<file path="config.mk">
export PLATFORM = sky130hd
export DESIGN_NAME = chr_bank_mapper
export DESIGN_NICKNAME = d
export VERILOG_FILES = /design/src/rtl/chr_map_pkg.sv /design/src/rtl/chr_bank_regs.sv /design/src/rtl/chr_ctrl_reg.sv /design/src/rtl/chr_tile_latch.sv /design/src/rtl/chr_bank_mapper.sv
export SDC_FILE = /design/constraint.sdc
export NUM_CORES = 1
export LEC_CHECK = 0
export BUFFER_PORTS_ARGS = -buffer_cell sky130_fd_sc_hd__buf_4
export CAP_MARGIN = 20
export CORE_MARGIN = 2
export CORE_UTILIZATION = 53
export CTS_CLUSTER_SIZE = 25
export DETAILED_ROUTE_END_ITERATION = 8
export PLACE_DENSITY_LB_ADDON = 0.2
export SLEW_MARGIN = 20
export SYNTH_ARGS = -nofsm -noshare
export SYNTH_HDL_FRONTEND = slang
export SYNTH_SLANG_ARGS = --single-unit
</file>
<file path="constraint.sdc">
create_clock -name clk -period 3.7 [get_ports clk]
set_input_delay 0.74 -clock clk [delete_from_list [all_inputs] [get_ports clk]]
set_output_delay 0.74 -clock clk [all_outputs]
set_load 0.05 [all_outputs]
</file>
<file path="src/rtl/chr_map_pkg.sv">
package chr_map_pkg;

    localparam int REG_N = 8;
    localparam int REG_W = 16;
    localparam int SEL_W = $clog2(REG_N);
    localparam int IDX_W = REG_W + 3;

    localparam logic [3:0] PG_LOW  = 4'h9;
    localparam logic [3:0] PG_HIGH = 4'hA;
    localparam logic [3:0] PG_CTRL = 4'hD;
    localparam logic [1:0] SUB_SIZE = 2'd0;
    localparam logic [1:0] SUB_OPT  = 2'd3;

    localparam logic [8:0] TILE_A = 9'h1FB;
    localparam logic [8:0] TILE_B = 9'h1FD;

    localparam logic [SEL_W-1:0] LATCH0_RST = 3'd0;
    localparam logic [SEL_W-1:0] LATCH1_RST = 3'd4;

    typedef enum logic [1:0] {
        SZ_8K = 2'd0,
        SZ_4K = 2'd1,
        SZ_2K = 2'd2,
        SZ_1K = 2'd3
    } chr_size_e;

    typedef struct packed {
        chr_size_e  size;
        logic       mirror;
        logic       blk_on;
        logic [2:0] blk;
    } chr_ctrl_t;

    localparam chr_ctrl_t CTRL_RST = '{size: SZ_8K, mirror: 1'b0, blk_on: 1'b1, blk: 3'd0};

    // Register feeding a 1 KB slot under the current size and mirror setting.
    function automatic logic [SEL_W-1:0] pick_reg(
        input chr_size_e        sz,
        input logic [2:0]       slot,
        input logic             mir,
        input logic [SEL_W-1:0] lat0,
        input logic [SEL_W-1:0] lat1
    );
        logic [SEL_W-1:0] r;
        case (sz)
            SZ_8K:   r = 3'd0;
            SZ_4K:   r = slot[2] ? lat1 : lat0;
            SZ_2K:   r = (mir && slot[2:1] == 2'd1) ? 3'd0 : {slot[2:1], 1'b0};
            default: r = (mir && slot[2:1] == 2'd1) ? {2'b00, slot[0]} : slot;
        endcase
        return r;
    endfunction

    // 1 KB slot index before the ROM-size mask.
    function automatic logic [IDX_W-1:0] slot_index(
        input chr_ctrl_t        c,
        input logic [REG_W-1:0] r,
        input logic [2:0]       slot
    );
        logic [1:0]       sh;
        logic [REG_W-1:0] msk;
        logic [IDX_W-1:0] off;
        logic [IDX_W-1:0] win;
        logic [3:0]       span;
        logic [2:0]       low;
        sh   = 2'd3 - c.size;
        msk  = c.blk_on ? (16'h00FF >> sh) : 16'hFFFF;
        off  = c.blk_on ? ({{(IDX_W-3){1'b0}}, c.blk} << ({2'b00, c.size} + 4'd5)) : '0;
        win  = ({3'b000, r & msk} | off) << sh;
        span = (4'd1 << sh) - 4'd1;
        low  = slot & span[2:0];
        return win | {{(IDX_W-3){1'b0}}, low};
    endfunction

endpackage

</file>
<file path="src/rtl/chr_bank_regs.sv">
module chr_bank_regs
    import chr_map_pkg::*;
(
    input  logic                 clk,
    input  logic                 rst,
    input  logic                 wr_lo,
    input  logic                 wr_hi,
    input  logic [SEL_W-1:0]     idx,
    input  logic [7:0]           data,
    output logic [REG_W-1:0]     regs [REG_N]
);

    for (genvar g = 0; g < REG_N; g++) begin : g_reg
        logic [REG_W-1:0] q;
        logic             hit;

        assign hit = (idx == SEL_W'(g));

        always_ff @(posedge clk) begin
            if (rst) begin
                q <= '1;
            end else if (hit) begin
                if (wr_lo) q[7:0]       <= data;
                if (wr_hi) q[REG_W-1:8] <= data;
            end
        end

        assign regs[g] = q;
    end

endmodule

</file>
<file path="src/rtl/chr_ctrl_reg.sv">
module chr_ctrl_reg
    import chr_map_pkg::*;
(
    input  logic       clk,
    input  logic       rst,
    input  logic       wr_size,
    input  logic       wr_opt,
    input  logic [7:0] data,
    output chr_ctrl_t  ctrl
);

    logic unused_data;
    assign unused_data = ^{data[6], data[2:1]};

    always_ff @(posedge clk) begin
        if (rst) begin
            ctrl <= CTRL_RST;
        end else begin
            if (wr_size) begin
                ctrl.size <= chr_size_e'(data[4:3]);
            end
            if (wr_opt) begin
                ctrl.mirror <= data[7];
                ctrl.blk_on <= ~data[5];
                ctrl.blk    <= {data[4], data[3], data[0]};
            end
        end
    end

endmodule

</file>
<file path="src/rtl/chr_tile_latch.sv">
module chr_tile_latch
    import chr_map_pkg::*;
#(
    parameter bit LATCH_EN = 1'b1
) (
    input  logic             clk,
    input  logic             rst,
    input  logic             fetch,
    input  logic [12:0]      addr,
    output logic [SEL_W-1:0] lat0,
    output logic [SEL_W-1:0] lat1
);

    if (LATCH_EN) begin : g_on
        logic             hit;
        logic [SEL_W-1:0] nv;
        logic             unused_bits;

        assign unused_bits = ^{addr[2:0]};
        assign hit = fetch && (addr[11:3] == TILE_A || addr[11:3] == TILE_B);
        assign nv  = {addr[12] & addr[6], addr[5], 1'b0};

        always_ff @(posedge clk) begin
            if (rst) begin
                lat0 <= LATCH0_RST;
                lat1 <= LATCH1_RST;
            end else if (hit) begin
                if (addr[12]) lat1 <= nv;
                else          lat0 <= nv;
            end
        end
    end else begin : g_off
        logic unused_in;
        assign unused_in = ^{clk, rst, fetch, addr};
        assign lat0 = LATCH0_RST;
        assign lat1 = LATCH1_RST;
    end

endmodule

</file>
<file path="src/rtl/chr_bank_mapper.sv">
module chr_bank_mapper
    import chr_map_pkg::*;
#(
    parameter int CHR_KB   = 2048,
    parameter bit LATCH_EN = 1'b1
) (
    input  logic                        clk,
    input  logic                        rst,
    input  logic                        wr_en,
    input  logic [15:0]                 wr_addr,
    input  logic [7:0]                  wr_data,
    input  logic                        ppu_rd,
    input  logic [12:0]                 ppu_addr,
    output logic [$clog2(CHR_KB)+9:0]   chr_addr
);

    localparam int BANK_W = $clog2(CHR_KB);

    logic [3:0]        page;
    logic              wr_lo, wr_hi, wr_size, wr_opt;
    logic [REG_W-1:0]  regs [REG_N];
    chr_ctrl_t         ctrl;
    logic [SEL_W-1:0]  lat0, lat1;
    logic [2:0]        slot;
    logic [SEL_W-1:0]  rsel;
    logic [IDX_W-1:0]  idx_full;
    logic              unused_top;

    assign page    = wr_addr[15:12];
    assign wr_lo   = wr_en && page == PG_LOW;
    assign wr_hi   = wr_en && page == PG_HIGH;
    assign wr_size = wr_en && page == PG_CTRL && wr_addr[1:0] == SUB_SIZE;
    assign wr_opt  = wr_en && page == PG_CTRL && wr_addr[1:0] == SUB_OPT;

    chr_bank_regs u_regs (
        .clk   (clk),
        .rst   (rst),
        .wr_lo (wr_lo),
        .wr_hi (wr_hi),
        .idx   (wr_addr[2:0]),
        .data  (wr_data),
        .regs  (regs)
    );

    chr_ctrl_reg u_ctrl (
        .clk     (clk),
        .rst     (rst),
        .wr_size (wr_size),
        .wr_opt  (wr_opt),
        .data    (wr_data),
        .ctrl    (ctrl)
    );

    chr_tile_latch #(.LATCH_EN(LATCH_EN)) u_latch (
        .clk   (clk),
        .rst   (rst),
        .fetch (ppu_rd),
        .addr  (ppu_addr),
        .lat0  (lat0),
        .lat1  (lat1)
    );

    assign slot     = ppu_addr[12:10];
    assign rsel     = pick_reg(ctrl.size, slot, ctrl.mirror, lat0, lat1);
    assign idx_full = slot_index(ctrl, regs[rsel], slot);
    assign chr_addr = {idx_full[BANK_W-1:0], ppu_addr[9:0]};

    assign unused_top = ^{idx_full[IDX_W-1:BANK_W], wr_addr[11:3]};

endmodule

</file>
# Yosys cells after proc, flatten, opt, wreduce, memory -nomap -nowiden
# Cells that the tools add are included.
word_totals:
  inputBits: 41
  mem_bits_ro: 0
  mem_count: 0
  ff_bits: 139
  out_inout_bits: 21
  latch_bits: 0
  mem_bits_rw: 0
  word_cells: 92
classes:
  mul: 0
  shift: 4
  n_bitwise: 8
  n_addsub: 3
  magnitude_cmp: 1
  n_eq_ne: 16
  n_div: 0
  n_mux: 9
  n_reduce_logical: 29
ops:
  columns: ["op", "count"]
  rows:
  - ["16-bit binary-select mux with 3-bit select", 1]
  - ["16-bit 2-to-1 mux", 3]
  - ["2-bit AND reduction", 18]
  - ["19-bit 2-to-1 mux", 1]
  - ["16-bit by 19-bit bitwise OR with 19-bit output", 1]
  - ["19-bit by 2-bit << shifter with 11-bit output", 1]
  - ["3-bit by 4-bit << shifter with 19-bit output", 1]
  - ["9-bit equality test (second input constant)", 2]
  - ["16-bit AND", 1]
  - ["8-bit by 2-bit >> shifter with 16-bit output (first input constant)", 1]
  - ["3-bit equality test (second input constant)", 4]
  - ["4-bit equality test (second input constant)", 3]
  - ["11-bit by 3-bit bitwise OR with 11-bit output", 1]
  - ["3-bit 2-to-1 mux", 3]
  - ["3-bit one-hot mux with 3 select lines", 1]
  - ["1-bit logical AND", 7]
  - ["3-bit by 2-bit equality test with 1-bit output (second input constant)", 2]
  - ["2-bit by 3-bit adder with 4-bit output (second input constant)", 1]
  - ["2-bit by 1-bit equality test with 1-bit output (second input constant)", 2]
  - ["2-bit equality test (second input constant)", 2]
  - ["4-bit greater-or-equal comparator (second input constant)", 1]
  - ["2-bit zero test", 2]
  - ["3-bit inverter with 4-bit output", 1]
  - ["3-bit AND", 1]
  - ["other kinds (8)", 9]

# Logic depth before layout (Yosys ltp)
# Gate-level depths: netlist (run 1).
logic_depth:
  depth_word: 12
  ltp_mapped: 11

# Modules after synthesis
# Synthesis (run 1) repeated with hierarchy kept, for this count alone.
hier_totals:
  hier_cells: 712
  area_unflattened_um2: 6762.7
modules_own_cells:
  columns: ["module", "area_per_inst_um2", "cells_per_inst", "instances"]
  rows:
  - ["chr_bank_regs", 4715.8, 448, 1]
  - ["chr_bank_mapper", 1599.0, 220, 1]
  - ["chr_ctrl_reg", 251.5, 23, 1]
  - ["chr_tile_latch", 196.4, 21, 1]

# Least setup slack after synthesis (run 1)
# No wires, ideal clock.
synth_path:
  path_type: "register to output"
  startpoint: "register u_ctrl.ctrl[5] (netlist name)"
  endpoint: "output port chr_addr[15]"
  required_time_ps: 2960
  t_arrival_ps: 3435
  path_buffers: 2
  slack_ps: -475
  path_stages_with_launch: 11
  cell_sequence: "dfxtp_1 inv_1 clkbuf_1 ha_1 or2_4 a211o_2 buf_6 mux4_2 mux2i_1 and2_1 o32ai_1"
synth_via:
  elab_chain_len: 10
  elab_cells_between_ends: 18
  classes_between: "add/sub: 2; eq/ne: 2; shift: 3; mux: 6; bitwise: 4; reduce/logical: 1"
synth_rtl:
  columns: ["element", "line_no", "source"]
  rows:
  - ["2-bit equality test, or another cell as far along", "chr_map_pkg.sv:45", "case (sz)"]
  - ["3-bit one-hot mux with 3 select lines", "chr_map_pkg.sv:45", null]
  - ["3-bit inverter with 4-bit output (not written as such)", "chr_bank_mapper.sv:65", "assign idx_full = slot_index(ctrl, regs[rsel], slot);"]
  - ["16-bit binary-select mux with 3-bit select", "chr_bank_mapper.sv:65", null]
  - ["16-bit 2-to-1 mux (not written as such) (2 in a row)", "chr_bank_mapper.sv:65", null]
  - ["16-bit AND", "chr_map_pkg.sv:69", "win = ({3'b000, r & msk} | off) << sh;"]
  - ["16-bit by 19-bit bitwise OR with 19-bit output", "chr_map_pkg.sv:69", null]
  - ["19-bit by 2-bit << shifter with 11-bit output *", "chr_map_pkg.sv:69", null]
  - ["11-bit by 3-bit bitwise OR with 11-bit output *", "chr_map_pkg.sv:72", "return win | {{(IDX_W-3){1'b0}}, low};"]
  - ["to (decl)", "chr_bank_mapper.sv:14", "output logic [$clog2(CHR_KB)+9:0] chr_addr"]
# Mark *: on every way between the ends. The rest lies on a longest branch, timed or not. The select of a mux whose other input is x is not followed.

# Final worst setup path (run 1)
layout_path:
  startpoint: "input port ppu_addr[12]"
  endpoint: "output port chr_addr[17]"
layout_via:
  elab_chain_len: 12
  elab_cells_between_ends: 14
  classes_between: "eq/ne: 1; shift: 1; mux: 7; bitwise: 4; reduce/logical: 1"
layout_rtl:
  columns: ["element", "line_no", "source"]
  rows:
  - ["from (decl)", "chr_bank_mapper.sv:13", "input logic [12:0] ppu_addr,"]
  - ["2-bit by 1-bit equality test with 1-bit output", "chr_map_pkg.sv:48, chr_map_pkg.sv:49", null]
  - ["1-bit logical AND", "chr_map_pkg.sv:48, chr_map_pkg.sv:49", null]
  - ["3-bit 2-to-1 mux (on tied branches)", "chr_map_pkg.sv:49, chr_map_pkg.sv:48", null]
  - ["3-bit one-hot mux with 3 select lines *", "chr_map_pkg.sv:45", null]
  - ["3-bit inverter with 4-bit output (not written as such) *", "chr_bank_mapper.sv:65", null]
  - ["16-bit binary-select mux with 3-bit select *", "chr_bank_mapper.sv:65", null]
  - ["16-bit 2-to-1 mux (not written as such) * (2 in a row)", "chr_bank_mapper.sv:65", null]
  - ["16-bit AND *", "chr_map_pkg.sv:69", null]
  - ["16-bit by 19-bit bitwise OR with 19-bit output *", "chr_map_pkg.sv:69", null]
  - ["19-bit by 2-bit << shifter with 11-bit output *", "chr_map_pkg.sv:69", null]
  - ["11-bit by 3-bit bitwise OR with 11-bit output *", "chr_map_pkg.sv:72", null]
# Marked as above.

==> metrics.csv, run 1 <==
metric,value,unit
clock latency on the worst-skew pair,370,ps
Setup WS post-layout,-8.57,ps
R2R depth,3,
crit start category,input port,
max-slew violations,0,
Critical Path AT,2970,ps
DRC violations left,0,
die height,104,µm
status,"finished, violations left",
max cap viols,0,
hpwl dp,9070,µm
layout cells sized above 1,21.3,%
chip width,104,µm
Clock Power Share,37.8,%
f_max,0.270,GHz
Setup Crit Path Kind,input port to primary output,
Worst VDD drop,274,µV
mux share of post-synthesis cell area,15.7,%
Row Count,36,
worst path buffer plus inverter count,3,
post-detailed-route wirelength per cell,17.9,µm
hold_ws,469,ps
Buffers on Ports,46,
die area,0.0108,mm²
IO Count,62,
Mapped Avg Cell Area,8.96,µm²
vias in the first global route,4471,
RSZ-0062 raised after global routing,yes,
required time of the worst setup path,2960,ps
total number of vias,4558,
initial core utilization,54.3,%
H-tree level count,3,
worst rel slew slack,23.8,%
largest net degree at the start of global routing,100,
initial DRC count,265,
placer congestion estimate,0.873,
setup TNS,-8.57,ps
Hold Crit Depth,2,
number of buffers created by CTS,9,
clk root buf,clkbuf_8,
post-synthesis sequential area ratio,37.5,%
YS warnings,0,
XOR/XNOR Fraction of Synth Area,0.166,%
clock slew at reported path FFs,90,ps
share of the synthesized area in the top cell type,37.5,%
register share of total power,54.6,%
Slowest cell on crit path,mux4_2,
Max stage delay on crit path,480,ps
clock buffer depth,2,
Tot GR Track Use,25.9,%
Synth Instances,590,
Synth Area in Adders,0.947,%
Post-Syn Area,0.00528,mm²
"Design Area, Final",0.00625,mm²
first-pass GRT wire length,22500,µm
Leak,2.66,nW
"area leader, netlist",dfxtp_1,
1st-pass router iterations,5,
clock sink total,99,
remaining antenna violation count after routing,0,
synth top area cells,"dfxtp_1 38%, mux2i_1 10%, a211o_1 7.5%, nand2_1 7.0%, nand3b_1 6.0%",
TritonCTS clock tree,yes,
number of synthesized flops with an enable pin,0,
min Tclk post-route,3710,ps
initial antenna violation count,0,
Tcrit/Tclk final,100,%
Core Area,0.00973,mm²
cts hold-fix bufs,0,
Commonest cells post-synth,"99 x dfxtp_1, 99 x nand2_1, 53 x mux2i_1",
Psw,467,µW
ANT cells,0,
cell family with most CP delay,multiplexers,
Routed WL,13700,µm
Slew @ Worst Pin,1130,ps
failing checks,setup timing,
Synth Register Bits,99,
post-synthesis simple-gate area fraction,26.9,%
area delta synth->final,18.4,%
sw frac,23.8,%
largest family of logic cells by synthesized area,simple AND/OR/NAND/NOR gates,
Worst Hold Class,register to register,
NumNets Final,673,
Pwr Density,313,mW/mm²
number of cells on the critical path,9,
Final Hold Viols,0,
Synth cell types,56,
Comb pwr share,7.5,%
Final Skew,0,ps
Synth Area in Compound Gates,13.3,%
total gr overflow,0,
critical path cell sequence,buf_4 -> mux2_1 -> a32oi_4 -> buf_12 -> mux2i_1 -> mux2_4 -> or2_0 -> mux4_2 -> buf_8,
final setup fails,1,
CP Capture Type,primary output,
Internal,1.49,mW
via/cell ratio,5.95,
Post-Syn Nets,635,
Post-synth top flop,dfxtp_1,
CP Max Fanout,10,
Post-synth ARST share,0,%
dpl cell area,0.00573,mm²
-- sequential cells by signal, indices dropped and copies added (netlist names) --
register,count
u_regs.g.q,88
u_ctrl.ctrl,7
u_latch.lat0,2
u_latch.lat1,2
-- area by class of cell --
class	count	area, µm²
clock buffer	13	169
sequential	99	1990
inverter	7	26.3
timing repair buffer	75	643
tap	133	166
clock inverter	3	43.8
multi-input combinational	436	3220
fill	811	3480
-- cells by family after synthesis --
| group | Yosys count |
|---|---|
| AOI/OAI and AO/OA | 87 |
| adders and majority gates | 4 |
| muxes | 70 |
| xor gates and xnor gates | 1 |
| buffers and inverters | 57 |
| and+or+nand+nor | 272 |
| DFF | 99 |
-- power groups by stage --
stage | logic (mW) | registers (mW) | clock network, mW
2_1_floorplan | 0.100 | 1.10 | 0
3_3_place_gp | 0.140 | 1.10 | 0
3_5_place_dp | 0.142 | 1.10 | 0
4_1_cts | 0.146 | 1.07 | 0.760
5_1_grt | 0.158 | 1.07 | 0.803
6_report | 0.148 | 1.07 | 0.741
-- metal layers --
layer	vias to the layer above	track usage (%)	share of wire, %
li1	2171	-	-
met1	2219	33.2	43
met2	143	44.5	49
met3	25	5.41	6.2
met4	0	7.14	1.7
met5	-	0	0
-- through the flow --
step                utilization (%)  setup slack, ps  instances  total power, mW
detailed placement             58.8             42.3        738             1.24
CTS                            63.6             12.0        763             1.98
finish                         64.3            -8.57        766             1.96
global route                   64.3            -70.4        766             2.03
global placement               58.8             66.4        738             1.24
floorplan                         -            -45.8        590             1.20
-- layout by cell type, fill, tap and decap left out, types with 5 or more instances in the layout --
master    count
nand2_1      99
dfxtp_1      97
buf_4        64
mux2i_1      48
a211o_1      45
nand3b_1     42
nor2b_1      38
nor2_1       30
and3_1       12
clkbuf_8     12
nor3_1       11
o21ai_0      11
nand2b_1     10
mux4_2        8
inv_1         6
nand3_1       6
buf_6         6
nand4_1       5
-- final timing paths --
check,slack [ps],startpoint,to
setup / recovery,-9,ppu_addr[12],chr_addr[17]
hold / removal,470,u_latch.lat1[2],u_latch.lat1[2]
setup reg to reg,2840,u_ctrl.ctrl[5],u_ctrl.ctrl[5]
hold reg to reg,470,u_latch.lat1[2],u_latch.lat1[2]
-- repair_timing --
action	CTS	global route
gates cloned	3	0
hold endpoints to repair	0	0
pin swaps	6	9
endpoints found under the setup margin	10	9
buffers inserted	6	4
resized for setup	29	14
-- worst reg2reg max path: stages, from the launching register on --
cell     delay, ps
dfxtp_4        370
buf_4          170
mux2i_1        140
nor2_1          50
Power figures use the tool's default switching activity.
==> inputs of run 2 (changes only) <==
--- a/config.mk
+++ b/config.mk
@@ -7,6 +7,7 @@
 export LEC_CHECK = 0
 export BUFFER_PORTS_ARGS = -buffer_cell sky130_fd_sc_hd__buf_4
 export CAP_MARGIN = 20
+export CORE_ASPECT_RATIO = 0.75
 export CORE_MARGIN = 2
 export CORE_UTILIZATION = 53
 export CTS_CLUSTER_SIZE = 25
==> metrics.csv, run 2 (same netlist as run 1, synthesis figures left out) <==
metric,value,unit
max reg flops,88,
chip width,119,µm
IO Count,62,
area delta synth->final,17.9,%
cts hold-fix bufs,0,
clock slew at reported path FFs,70,ps
hpwl dp,9370,µm
TritonCTS clock tree,yes,
clock sink total,99,
"commonest non-fill, non-tap cell in the layout",nand2_1,
Setup Crit Path Kind,register to primary output,
R2R depth,3,
DRC violations left,0,
remaining antenna violation count after routing,0,
post-detailed-route wirelength per cell,18.3,µm
dpl cells,740,
critical path cell sequence,ha_4 -> or2_4 -> a32oi_4 -> buf_12 -> mux2i_1 -> mux2_4 -> or2_0 -> mux4_2 -> buf_8,
clk root buf,clkbuf_16,
largest net degree at the start of global routing,100,
layout cells sized above 1,19.9,%
worst rel slew slack,41.2,%
initial core utilization,54.7,%
Tcrit/Tclk final,98.1,%
Tot GR Track Use,26.3,%
max cap viols,0,
top flop regs,"u_regs.g.q: 88 flops, u_ctrl.ctrl: 7 flops",
via/cell ratio,6.01,
NumNets Final,668,
RSZ-0062 raised after global routing,yes,
ANT cells,0,
final setup fails,0,
worst setup path endpoint,chr_addr[17],
Core Area,0.00966,mm²
Worst VDD drop,317,µV
CP Max Fanout,10,
Pwr Density,335,mW/mm²
1st-pass router iterations,5,
min Tclk post-route,3630,ps
Buffers on Ports,46,
clock latency on the worst-skew pair,340,ps
total number of vias,4566,
first-pass GRT wire length,22500,µm
clock buffer depth,2,
Slew @ Worst Pin,882,ps
initial DRC count,339,
H-tree level count,3,
Worst Setup SP,u_ctrl.ctrl[6],
f_max,0.275,GHz
Biggest register,u_regs.g.q,
max-slew violations,0,
Slowest cell on crit path,mux4_2,
initial antenna violation count,0,
Max stage delay on crit path,490,ps
Reg2Reg Setup Slack,2840,ps
crit start category,register,
status,finished clean,
die area,0.0108,mm²
Final Hold Viols,0,
Routed WL,13900,µm
total gr overflow,0,
reg2reg start,u_ctrl.ctrl[5],
"commonest cells after routing, fill and taps aside","99 x nand2_1, 97 x dfxtp_1, 62 x buf_4, 50 x mux2i_1, 45 x a211o_1",
Worst R2R End,u_ctrl.ctrl[5],
hold_ws,431,ps
Final Skew,0,ps
total power,2.09,mW
Leak,2.65,nW
Hold Crit Depth,2,
vias in the first global route,4406,
number of buffers created by CTS,9,
CP Capture Type,primary output,
hold wc startpoint,u_latch.lat1[2],
die height,90.5,µm
required time of the worst setup path,2960,ps
Row Count,31,
"non-filler cells, final",760,
Critical Path AT,2890,ps
Worst Hold Class,register to register,
placer congestion estimate,0.892,
run 2: routing by layer:
layer	part of all wire [%]	track usage, %	routed length, µm
met1	45	35.2	6240
met2	47	42.8	6460
met3	7.1	5.18	980
met4	1.5	8.73	210
met5	0	0	0
run 2: repair_timing:
item	4_1_cts	5_1_grt
pin swaps	1	4
buffers inserted	2	0
cloned	1	1
resized for setup	8	24
endpoints found under the setup margin	10	8
run 2: power breakdown:
group | switching, mW | total, mW | internal [mW]
combinational | 0.0925 | 0.146 | 0.0538
sequential | 0.00265 | 1.07 | 1.07
clock | 0.393 | 0.869 | 0.476
total | 0.488 | 2.09 | 1.60
run 2: through the flow:
| step | setup WS [ps] | cell area, µm² | TNS (ps) | util [%] |
|---|---|---|---|---|
| floorplan | -45.8 | 5310 | -105 | - |
| global route | -19.6 | 6230 | -19.6 | 64.5 |
| CTS | 9.15 | 6100 | 0 | 63.2 |
| detailed placement | 82.6 | 5760 | 0 | 59.7 |
| finish | 68.7 | 6230 | 0 | 64.5 |
| global placement | 81.5 | 5760 | 0 | 59.7 |
run 2: layout make-up:
type                            instances  area [µm²]
Multi-Input combinational cell        435        3160
Sequential cell                        99        1990
Inverter                                7        28.8
Tap cell                              132         165
Clock inverter                          3        23.8
Timing Repair Buffer                   71         611
Fill cell                             796        3430
Clock buffer                           13         250
run 2: how the worst min path moves through the flow:
stage	endpoint
after floorplan	u_latch.lat1[2]
after global placement	u_latch.lat1[2]
after detailed placement	u_latch.lat1[2]
after CTS	u_latch.lat1[2]
after global routing	u_latch.lat1[2]
final	u_latch.lat1[2]
run 2: worst max-delay path, delay by kind of cell (launching register included):
family / cells / cell delay (ps)
and+or+nand+nor: 2 / 470
AOI/OAI and AO/OA: 1 / 270
adders and majority gates: 1 / 200
DFF: 1 / 390
buffers and inverters: 2 / 340
muxes: 3 / 860
